$ cat config.mk
export PLATFORM = sky130hd
export DESIGN_NAME = tir_router
export DESIGN_NICKNAME = d
export VERILOG_FILES = /design/src/rtl/tir_pkg.sv /design/src/rtl/tir_status_bank.sv /design/src/rtl/tir_line_mux.sv /design/src/rtl/tir_msg_sel.sv /design/src/rtl/tir_router.sv
export SDC_FILE = /design/constraint.sdc
export NUM_CORES = 1
export LEC_CHECK = 0
export BUFFER_PORTS_ARGS = -buffer_cell sky130_fd_sc_hd__buf_2
export CAP_MARGIN = 20
export CORE_AREA = 5 5 147 149
export DETAILED_ROUTE_END_ITERATION = 12
export DIE_AREA = 0 0 152 154
export HOLD_SLACK_MARGIN = 0.02
export PLACE_DENSITY_LB_ADDON = 0.08
export SLEW_MARGIN = 20
export SYNTH_ARGS = -nofsm -noshare
export SYNTH_HDL_FRONTEND = slang
export SYNTH_SLANG_ARGS = --single-unit
$ cat constraint.sdc
create_clock -name clk -period 1.7 [get_ports clk]
set_input_delay 0.34 -clock clk [delete_from_list [all_inputs] [get_ports clk]]
set_output_delay 0.34 -clock clk [all_outputs]
set_load 0.1 [all_outputs]
$ cat src/rtl/tir_pkg.sv
package tir_pkg;
  localparam int unsigned MSG_W = 32;

  typedef struct packed {
    logic             valid;
    logic [MSG_W-1:0] addr;
    logic [MSG_W-1:0] data;
  } msg_wr_t;
endpackage

$ cat src/rtl/tir_status_bank.sv
module tir_status_bank #(
  parameter int N_CH = 4
) (
  input  logic            clk,
  input  logic            rst_n,
  input  logic            glb_en,
  input  logic [N_CH-1:0] ch_en,
  input  logic [N_CH-1:0] ch_level,
  input  logic [N_CH-1:0] ch_msg_en,
  input  logic [N_CH-1:0] expire,
  input  logic [N_CH-1:0] clr_req,
  input  logic            sts_wr,
  input  logic [N_CH-1:0] sts_wdata,
  output logic [N_CH-1:0] sts_q,
  output logic [N_CH-1:0] sts_d,
  output logic [N_CH-1:0] edge_fire,
  output logic [N_CH-1:0] msg_fire
);
  logic [N_CH-1:0] msg_q;
  logic [N_CH-1:0] en_ok;
  logic [N_CH-1:0] set_v;
  logic [N_CH-1:0] clr_v;
  logic [N_CH-1:0] upd;

  always_comb begin
    en_ok     = ch_en & {N_CH{glb_en}};
    set_v     = expire & en_ok & ~ch_msg_en & ch_level;
    edge_fire = expire & en_ok & ~ch_msg_en & ~ch_level;
    msg_fire  = expire & en_ok & ch_msg_en;
    clr_v     = (expire & ~(en_ok & ch_msg_en))
              | clr_req
              | (sts_wdata & {N_CH{sts_wr}})
              | (ch_msg_en & ~msg_q);
    upd       = set_v | clr_v;
    sts_d     = set_v | (sts_q & ~clr_v);
  end

  always_ff @(posedge clk or negedge rst_n) begin
    if (!rst_n) begin
      sts_q <= '0;
      msg_q <= '0;
    end else begin
      msg_q <= ch_msg_en;
      for (int i = 0; i < N_CH; i++) begin
        if (upd[i]) sts_q[i] <= sts_d[i];
      end
    end
  end

  for (genvar g = 0; g < N_CH; g++) begin : g_chk
    AST_LEVEL_SETS: assert property (@(posedge clk) disable iff (!rst_n)
      (expire[g] && ch_en[g] && glb_en && !ch_msg_en[g] && ch_level[g]) |=> sts_q[g]);
    AST_EDGE_NO_STATUS: assert property (@(posedge clk) disable iff (!rst_n)
      (expire[g] && ch_en[g] && glb_en && !ch_msg_en[g] && !ch_level[g]) |=> !sts_q[g]);
    AST_DISABLED_CLEARS: assert property (@(posedge clk) disable iff (!rst_n)
      (expire[g] && !(ch_en[g] && glb_en)) |=> !sts_q[g]);
    AST_W1C: assert property (@(posedge clk) disable iff (!rst_n)
      (sts_wr && sts_wdata[g] && !(expire[g] && ch_level[g])) |=> !sts_q[g]);
    AST_MSG_RISE_CLEARS: assert property (@(posedge clk) disable iff (!rst_n)
      (ch_msg_en[g] && !msg_q[g]) |=> !sts_q[g]);
  end
endmodule

$ cat src/rtl/tir_line_mux.sv
module tir_line_mux #(
  parameter int N_CH     = 4,
  parameter int N_LINES  = 16,
  parameter int PIT_LINE = 0,
  parameter int RTC_LINE = 8,
  localparam int RW      = $clog2(N_LINES)
) (
  input  logic              legacy_en,
  input  logic [N_CH*RW-1:0] ch_route,
  input  logic [N_CH-1:0]   ch_msg_en,
  input  logic [N_CH-1:0]   lvl_req,
  input  logic [N_CH-1:0]   edge_fire,
  input  logic              pit_in,
  input  logic              rtc_in,
  output logic [N_LINES-1:0] lines_d
);
  logic [RW-1:0] eff [N_CH];

  for (genvar c = 0; c < N_CH; c++) begin : g_route
    if (c == 0) begin : g_c0
      assign eff[c] = legacy_en ? RW'(PIT_LINE) : ch_route[c*RW +: RW];
    end else if (c == 1) begin : g_c1
      assign eff[c] = legacy_en ? RW'(RTC_LINE) : ch_route[c*RW +: RW];
    end else begin : g_cn
      assign eff[c] = ch_route[c*RW +: RW];
    end
  end

  always_comb begin
    lines_d = '0;
    for (int c = 0; c < N_CH; c++) begin
      if (((lvl_req[c] && !ch_msg_en[c]) || edge_fire[c]) && (int'(eff[c]) < N_LINES))
        lines_d[eff[c]] = 1'b1;
    end
    if (!legacy_en) begin
      lines_d[PIT_LINE] = lines_d[PIT_LINE] | pit_in;
      lines_d[RTC_LINE] = lines_d[RTC_LINE] | rtc_in;
    end
  end
endmodule

$ cat src/rtl/tir_msg_sel.sv
module tir_msg_sel
  import tir_pkg::*;
#(
  parameter int N_CH = 4
) (
  input  logic [N_CH-1:0]         msg_fire,
  input  logic [N_CH*2*MSG_W-1:0] ch_msg_word,
  output msg_wr_t                 msg_d
);
  always_comb begin
    msg_d = '0;
    for (int i = N_CH - 1; i >= 0; i--) begin
      if (msg_fire[i]) begin
        msg_d.valid = 1'b1;
        msg_d.data  = ch_msg_word[i*2*MSG_W +: MSG_W];
        msg_d.addr  = ch_msg_word[i*2*MSG_W + MSG_W +: MSG_W];
      end
    end
  end
endmodule

$ cat src/rtl/tir_router.sv
module tir_router
  import tir_pkg::*;
#(
  parameter int N_CH     = 4,
  parameter int N_LINES  = 16,
  parameter int PIT_LINE = 0,
  parameter int RTC_LINE = 8,
  localparam int RW      = $clog2(N_LINES)
) (
  input  logic                    clk,
  input  logic                    rst_n,
  input  logic                    glb_en,
  input  logic                    legacy_en,
  input  logic [N_CH-1:0]         ch_en,
  input  logic [N_CH-1:0]         ch_level,
  input  logic [N_CH-1:0]         ch_msg_en,
  input  logic [N_CH*RW-1:0]      ch_route,
  input  logic [N_CH*2*MSG_W-1:0] ch_msg_word,
  input  logic [N_CH-1:0]         expire,
  input  logic [N_CH-1:0]         clr_req,
  input  logic                    sts_wr,
  input  logic [N_CH-1:0]         sts_wdata,
  input  logic                    pit_in,
  input  logic                    rtc_in,
  output logic [N_LINES-1:0]      irq_lines,
  output logic [N_CH-1:0]         sts,
  output logic                    pit_en,
  output logic                    msg_valid,
  output logic [MSG_W-1:0]        msg_addr,
  output logic [MSG_W-1:0]        msg_data
);
  logic [N_CH-1:0]    sts_d;
  logic [N_CH-1:0]    edge_fire;
  logic [N_CH-1:0]    msg_fire;
  logic [N_LINES-1:0] lines_d;
  msg_wr_t            msg_d;

  tir_status_bank #(.N_CH(N_CH)) i_status (
    .clk(clk), .rst_n(rst_n), .glb_en(glb_en), .ch_en(ch_en),
    .ch_level(ch_level), .ch_msg_en(ch_msg_en), .expire(expire),
    .clr_req(clr_req), .sts_wr(sts_wr), .sts_wdata(sts_wdata),
    .sts_q(sts), .sts_d(sts_d), .edge_fire(edge_fire), .msg_fire(msg_fire)
  );

  tir_line_mux #(.N_CH(N_CH), .N_LINES(N_LINES), .PIT_LINE(PIT_LINE),
                 .RTC_LINE(RTC_LINE)) i_lines (
    .legacy_en(legacy_en), .ch_route(ch_route), .ch_msg_en(ch_msg_en),
    .lvl_req(sts_d), .edge_fire(edge_fire), .pit_in(pit_in),
    .rtc_in(rtc_in), .lines_d(lines_d)
  );

  tir_msg_sel #(.N_CH(N_CH)) i_msg (
    .msg_fire(msg_fire), .ch_msg_word(ch_msg_word), .msg_d(msg_d)
  );

  always_ff @(posedge clk or negedge rst_n) begin
    if (!rst_n) begin
      irq_lines <= '0;
      pit_en    <= 1'b1;
      msg_valid <= 1'b0;
      msg_addr  <= '0;
      msg_data  <= '0;
    end else begin
      irq_lines <= lines_d;
      pit_en    <= ~legacy_en;
      msg_valid <= msg_d.valid;
      if (msg_d.valid) begin
        msg_addr <= msg_d.addr;
        msg_data <= msg_d.data;
      end
    end
  end

  AST_PIT_OFF_IN_LEGACY: assert property (@(posedge clk) disable iff (!rst_n)
    legacy_en |=> !pit_en);
  AST_PIT_ON_OUT_LEGACY: assert property (@(posedge clk) disable iff (!rst_n)
    !legacy_en |=> pit_en);
  AST_MSG_HAS_SOURCE: assert property (@(posedge clk) disable iff (!rst_n)
    msg_valid |-> $past(|msg_fire));
  AST_MSG_SINGLE_CYCLE: assert property (@(posedge clk) disable iff (!rst_n)
    !(|msg_fire) |=> !msg_valid);
endmodule

# Yosys cells after proc, flatten, opt, wreduce, memory -nomap -nowiden
# Index checks and enable logic that the tools add are counted.
[totals]
regBits = 90
inputBits = 303
wordCells = 81
out_inout_bits = 86
[classes]
reduce_logical = 16
magnitude_cmp = 8
muxes = 20
n_bitwise = 27
[op_table]
columns = ["op", "n"]
rows = [
  ["65-bit 2-to-1 mux", 4],
  ["16-bit 2-to-1 mux", 4],
  ["16-bit bitwise OR", 3],
  ["4-bit bitwise AND", 11],
  ["4-bit by 5-bit < comparator with 1-bit output, second input constant", 4],
  ["4-bit NOT", 5],
  ["4-bit bitwise OR", 5],
  ["1-bit demux with 4-bit select", 4],
  ["4-bit by 1-bit >= comparator with 1-bit output, second input constant", 4],
  ["1-bit logical AND", 8],
  ["4-bit 2-to-1 mux", 2],
  ["1-bit 2-to-1 mux", 6],
  ["1-bit logical NOT", 4],
  ["1-bit logical OR", 4],
  ["1-bit bitwise OR", 2],
  ["1-bit NOT", 1],
]

# Longest topological paths before layout
[depth]
ltp_word = 21
depth_mapped = 9
mapped_depth_nobuf = 5

# By module
# Synthesis repeated with hierarchy kept, for this count alone.
[hier_totals]
cells_unflattened = 564
hier_area_um2 = 5855.6
[by_module_without_submodules]
columns = ["module", "cells_each", "n_inst", "area_per_inst_um2", "seq_area_each_um2"]
rows = [
  ["tir_router", 154, 1, 3134.3, 2053.2],
  ["tir_msg_sel", 234, 1, 1485.2, 0.0],
  ["tir_line_mux", 115, 1, 743.2, 0.0],
  ["tir_status_bank", 61, 1, 493.0, 200.2],
]

# Worst setup path before layout
# Ideal clock, no wire load.
[synth_timing]
kind = "register to register"
start = "reg i_status.sts_q[3]"
end = "reg irq_lines[6]"
path_buffers = 0
setup_slack_ns = -0.268
setup_time_ns = 0.067
stages_incl_launch_ff = 6
period_less_slack_ns = 1.968
required_time_ns = 1.633
arrival_time_ns = 1.900
cell_sequence = "dfrtp_1 -> nor4b_1 -> a2bb2oi_1 -> nor3b_1 -> a22oi_1 -> nand2_1"
[synth_between]
elab_chain_cells = 5
[synth_lines]
columns = ["element", "line", "source"]
rows = [
  ["start, declared", "tir_status_bank.sv:14", "output logic [N_CH-1:0] sts_q,"],
  ["start signal, assigned by index", "tir_status_bank.sv:45", "if (upd[i]) sts_q[i] <= sts_d[i];"],
  ["4-bit bitwise AND", "tir_status_bank.sv:35", "sts_d = set_v | (sts_q & ~clr_v);"],
  ["4-bit bitwise OR", "tir_status_bank.sv:35", ""],
  ["1-bit logical AND", "tir_line_mux.sv:32", "if (((lvl_req[c] && !ch_msg_en[c]) || edge_fire[c]) && (int'(eff[c]) < N_LINES))"],
  ["1-bit logical OR", "tir_line_mux.sv:32", ""],
  ["16-bit 2-to-1 mux", "tir_line_mux.sv:32", ""],
  ["via i_lines.lines_d[6]", "tir_line_mux.sv:15", "output logic [N_LINES-1:0] lines_d"],
  ["end signal, assigned", "tir_router.sv:64", "irq_lines <= lines_d;"],
  ["end, declared", "tir_router.sv:25", "output logic [N_LINES-1:0] irq_lines,"],
]
# The timed path passes the listed nets, and every way through them passes these cells.
# A chain may end at the register's enable or synchronous reset.

# Final worst setup path
[layout_timing]
start = "reg pit_en"
end = "out pit_en"
[layout_lines]
columns = ["element", "line", "source"]
rows = [
  ["start, declared", "tir_router.sv:27", "output logic pit_en,"],
  ["start signal, assigned", "tir_router.sv:65", "pit_en <= ~legacy_en;"],
]
# No word-level cell between the ends.

==> impl_metrics.csv <==
group,metric,value,unit
outcome,outcome,"finished clean",
grt,grt_max_degree,48,
sta,fmax,0.619,GHz
final_layout,final_cell_mix,"buf_2, dfrtp_1, o21ai_0, buf_4",
floorplan,rows,52,
sta,tightestPinTransition,578,ps
grt,gr-total-overflow,0,
grt,antenna_found_initial,8,
routing,num_vias,6575,
cts,cts_tree,"yes",
placement,dp_slack,-190,ps
cts,path_clk_slew,70,ps
routing,drt_iter0_drc,324,
power_and_ir_drop,p_leak,0.00432,uW
final_layout,layout_commonest_cell,"buf_2",
sta,max_slew_margin,61.4,%
cts,cts_buffer_depth,2,
placement,place_hpwl,21700,um
logic_synthesis,synth_ff_type,"dfrtp_1",
final_layout,nNetsFinal,1286,
critical_path,path_buf_inv,1,
sta,finalCriticalPeriod,1620,ps
cts,insertion_delay,340,ps
logic_synthesis,yosysSeqAreaShare,37.8,%
logic_synthesis,synth_top_area_share,37.4,%
final_layout,drive_gt1_share,65.8,%
logic_synthesis,syn_area,0.00596,mm2
critical_path,path_cells,"buf_2",
grt,grt_pass1_wl,41300,um
critical_path,path_class,"reg2out",
critical_path,cp.required,1360,ps
logic_synthesis,synth_edf_count,0,
routing,ant_nets,0,
sta,min_period_over_period,95.0,%
sta,setup_ws,84.8,ps
logic_synthesis,async_flop_share,100,%
critical_path,worstSetupEndpointType,"primary output",
grt,track_usage,22.2,%
critical_path,critPathArrivalTime,1280,ps
logic_synthesis,postSynthAreaPerCell,10.7,um2
sta,rsz0062_at_grt,"no",
cts,clkSinkCount,90,
logic_synthesis,ys_types,53,
routing,totalWireLength,27000,um
placement,port_buffers,388,
logic_synthesis,synth_area_leader_cell,"dfrtp_1",
floorplan,fp.dieW,152,um
power_and_ir_drop,vdd_drop_max,0.508,mV
critical_path,start_kind,"register",
routing,drt_pre_antenna_iters,5,
logic_synthesis,synth_nets,861,
floorplan,core-area,0.0200,mm2
logic_synthesis,ys_ff_latch,90,
critical_path,crit_fanout,1,
placement,place_congestion,0.900,
grt,met2_usage,37.9,%
routing,drc,0,
grt,grt.met1_usage,27.3,%
cts,cts_buffers,9,
routing,wl_per_cell,21.4,um
critical_path,critPathTopFamily,"flip-flops",
worst_hold_path,hold_path_class,"in2reg",
grt,gr-usage-met3,5.48,%
sta,timing.final.hold_violations,0,
sta,clock_skew,11.9,ps
grt,busiest_layer,"met2",
sta,slew_violations,0,
floorplan,ios,389,
floorplan,fp.dieArea,0.0234,mm2
final_layout,finalCoreUtilization,45.5,%
cts,h-tree-depth,3,
flow_run,max_cap_violations,0,
floorplan,die_height,154,um
cts,cts_root_buf,"clkbuf_16",
routing,viasPerCell,5.21,
logic_synthesis,ys_warn_count,0,
floorplan,start_util,29.7,%
grt,first_global_vias,6848,
final_layout,area_delta_synth_final,53.0,%
critical_path,critPathSlowestCell,"dfstp_2",
logic_synthesis,syn_inst,558,
sta,setup_violations,0,
power_and_ir_drop,power.density,1020,mW/mm2
critical_path,cp_slowest_stage_delay,520,ps
logic_synthesis,synth_area_leaders,"dfrtp_1, a221oi_2, a22oi_2",
==> final cells by class <==
class	instances	area, um2
timing repair buffer	466	2780
antenna	5	12.5
tap	270	338
fill	2032	10900
inverter	5	18.8
clock buffer	11	243
clock inverter	5	37.5
multi-input combinational	411	3430
sequential	90	2260
==> timing repair <==
item,CTS,global route
hold buffers,1,0
endpoints found under the hold margin,4,0
resized for setup,0,2
buffers inserted,0,0
setup endpoints to repair,0,6
==> routing by layer <==
layer,up-vias,routed length (um)
met4,6,705
met3,42,1800
li1,3111,-
met1,3126,10900
met2,290,13600
met5,-,47
==> synth_stat cells, types with 8 or more instances <==
cell type and n:
a221oi_1 15, a221oi_2 49, a22oi_1 29, a22oi_2 49, a32oi_1 9, buf_2 21, buf_6 8, clkbuf_1 17
dfrtp_1 89, nand2_1 33, nand3_1 12, nor2_1 15, nor3_1 8, o21ai_0 67, o21ai_1 14, o21ai_2 49
==> registers in the layout, indices dropped and copies added (netlist names) <==
| register | count |
|---|---|
| i_status.msg_q | 4 |
| i_status.sts_q | 4 |
| irq_lines | 16 |
| msg_addr | 32 |
| msg_data | 32 |
| msg_valid | 1 |
| pit_en | 1 |
==> cell families after synthesis <==
logic type	Yosys count	synth area share, %
simple gates	112	10.4
compound gates	299	46.4
buf+inv	57	5.35
flops	90	37.8
==> path summary, 6_finish.rpt <==
check,from,end,slack [ps],cells past startpoint
max in group asynchronous,rst_n,msg_addr[19],850,3
worst max register to register,i_status.sts_q[0],irq_lines[11],110,5
worst min-delay path,ch_msg_en[2],i_status.msg_q[2],150,1
min in group asynchronous,rst_n,msg_data[11],350,2
worst max-delay path,pit_en,pit_en,80,1
worst min register to register,msg_addr[31],msg_addr[31],490,2
==> metrics by stage <==
stage / instance area [um2] / hold slack [ps] / power [uW] / setup TNS (ps) / std cells
2_1_floorplan: 5970 / 44.4 / 6150 / -0.453 / 558
3_3_place_gp: 8800 / 167 / 7440 / -2340 / 1241
3_5_place_dp: 8800 / 169 / 7450 / -3340 / 1241
4_1_cts: 9090 / 139 / 9440 / 0 / 1258
5_1_grt: 9120 / 148 / 9710 / 0 / 1263
6_report: 9120 / 153 / 9340 / 0 / 1263
==> power by group <==
group          switching, uW  total (uW)  internal (uW)
Clock                    925        1970           1040
Combinational           3580        4660           1080
Sequential               225        2710           2490
Total                   4730        9340           4610
(Power assumes the default switching activity.)
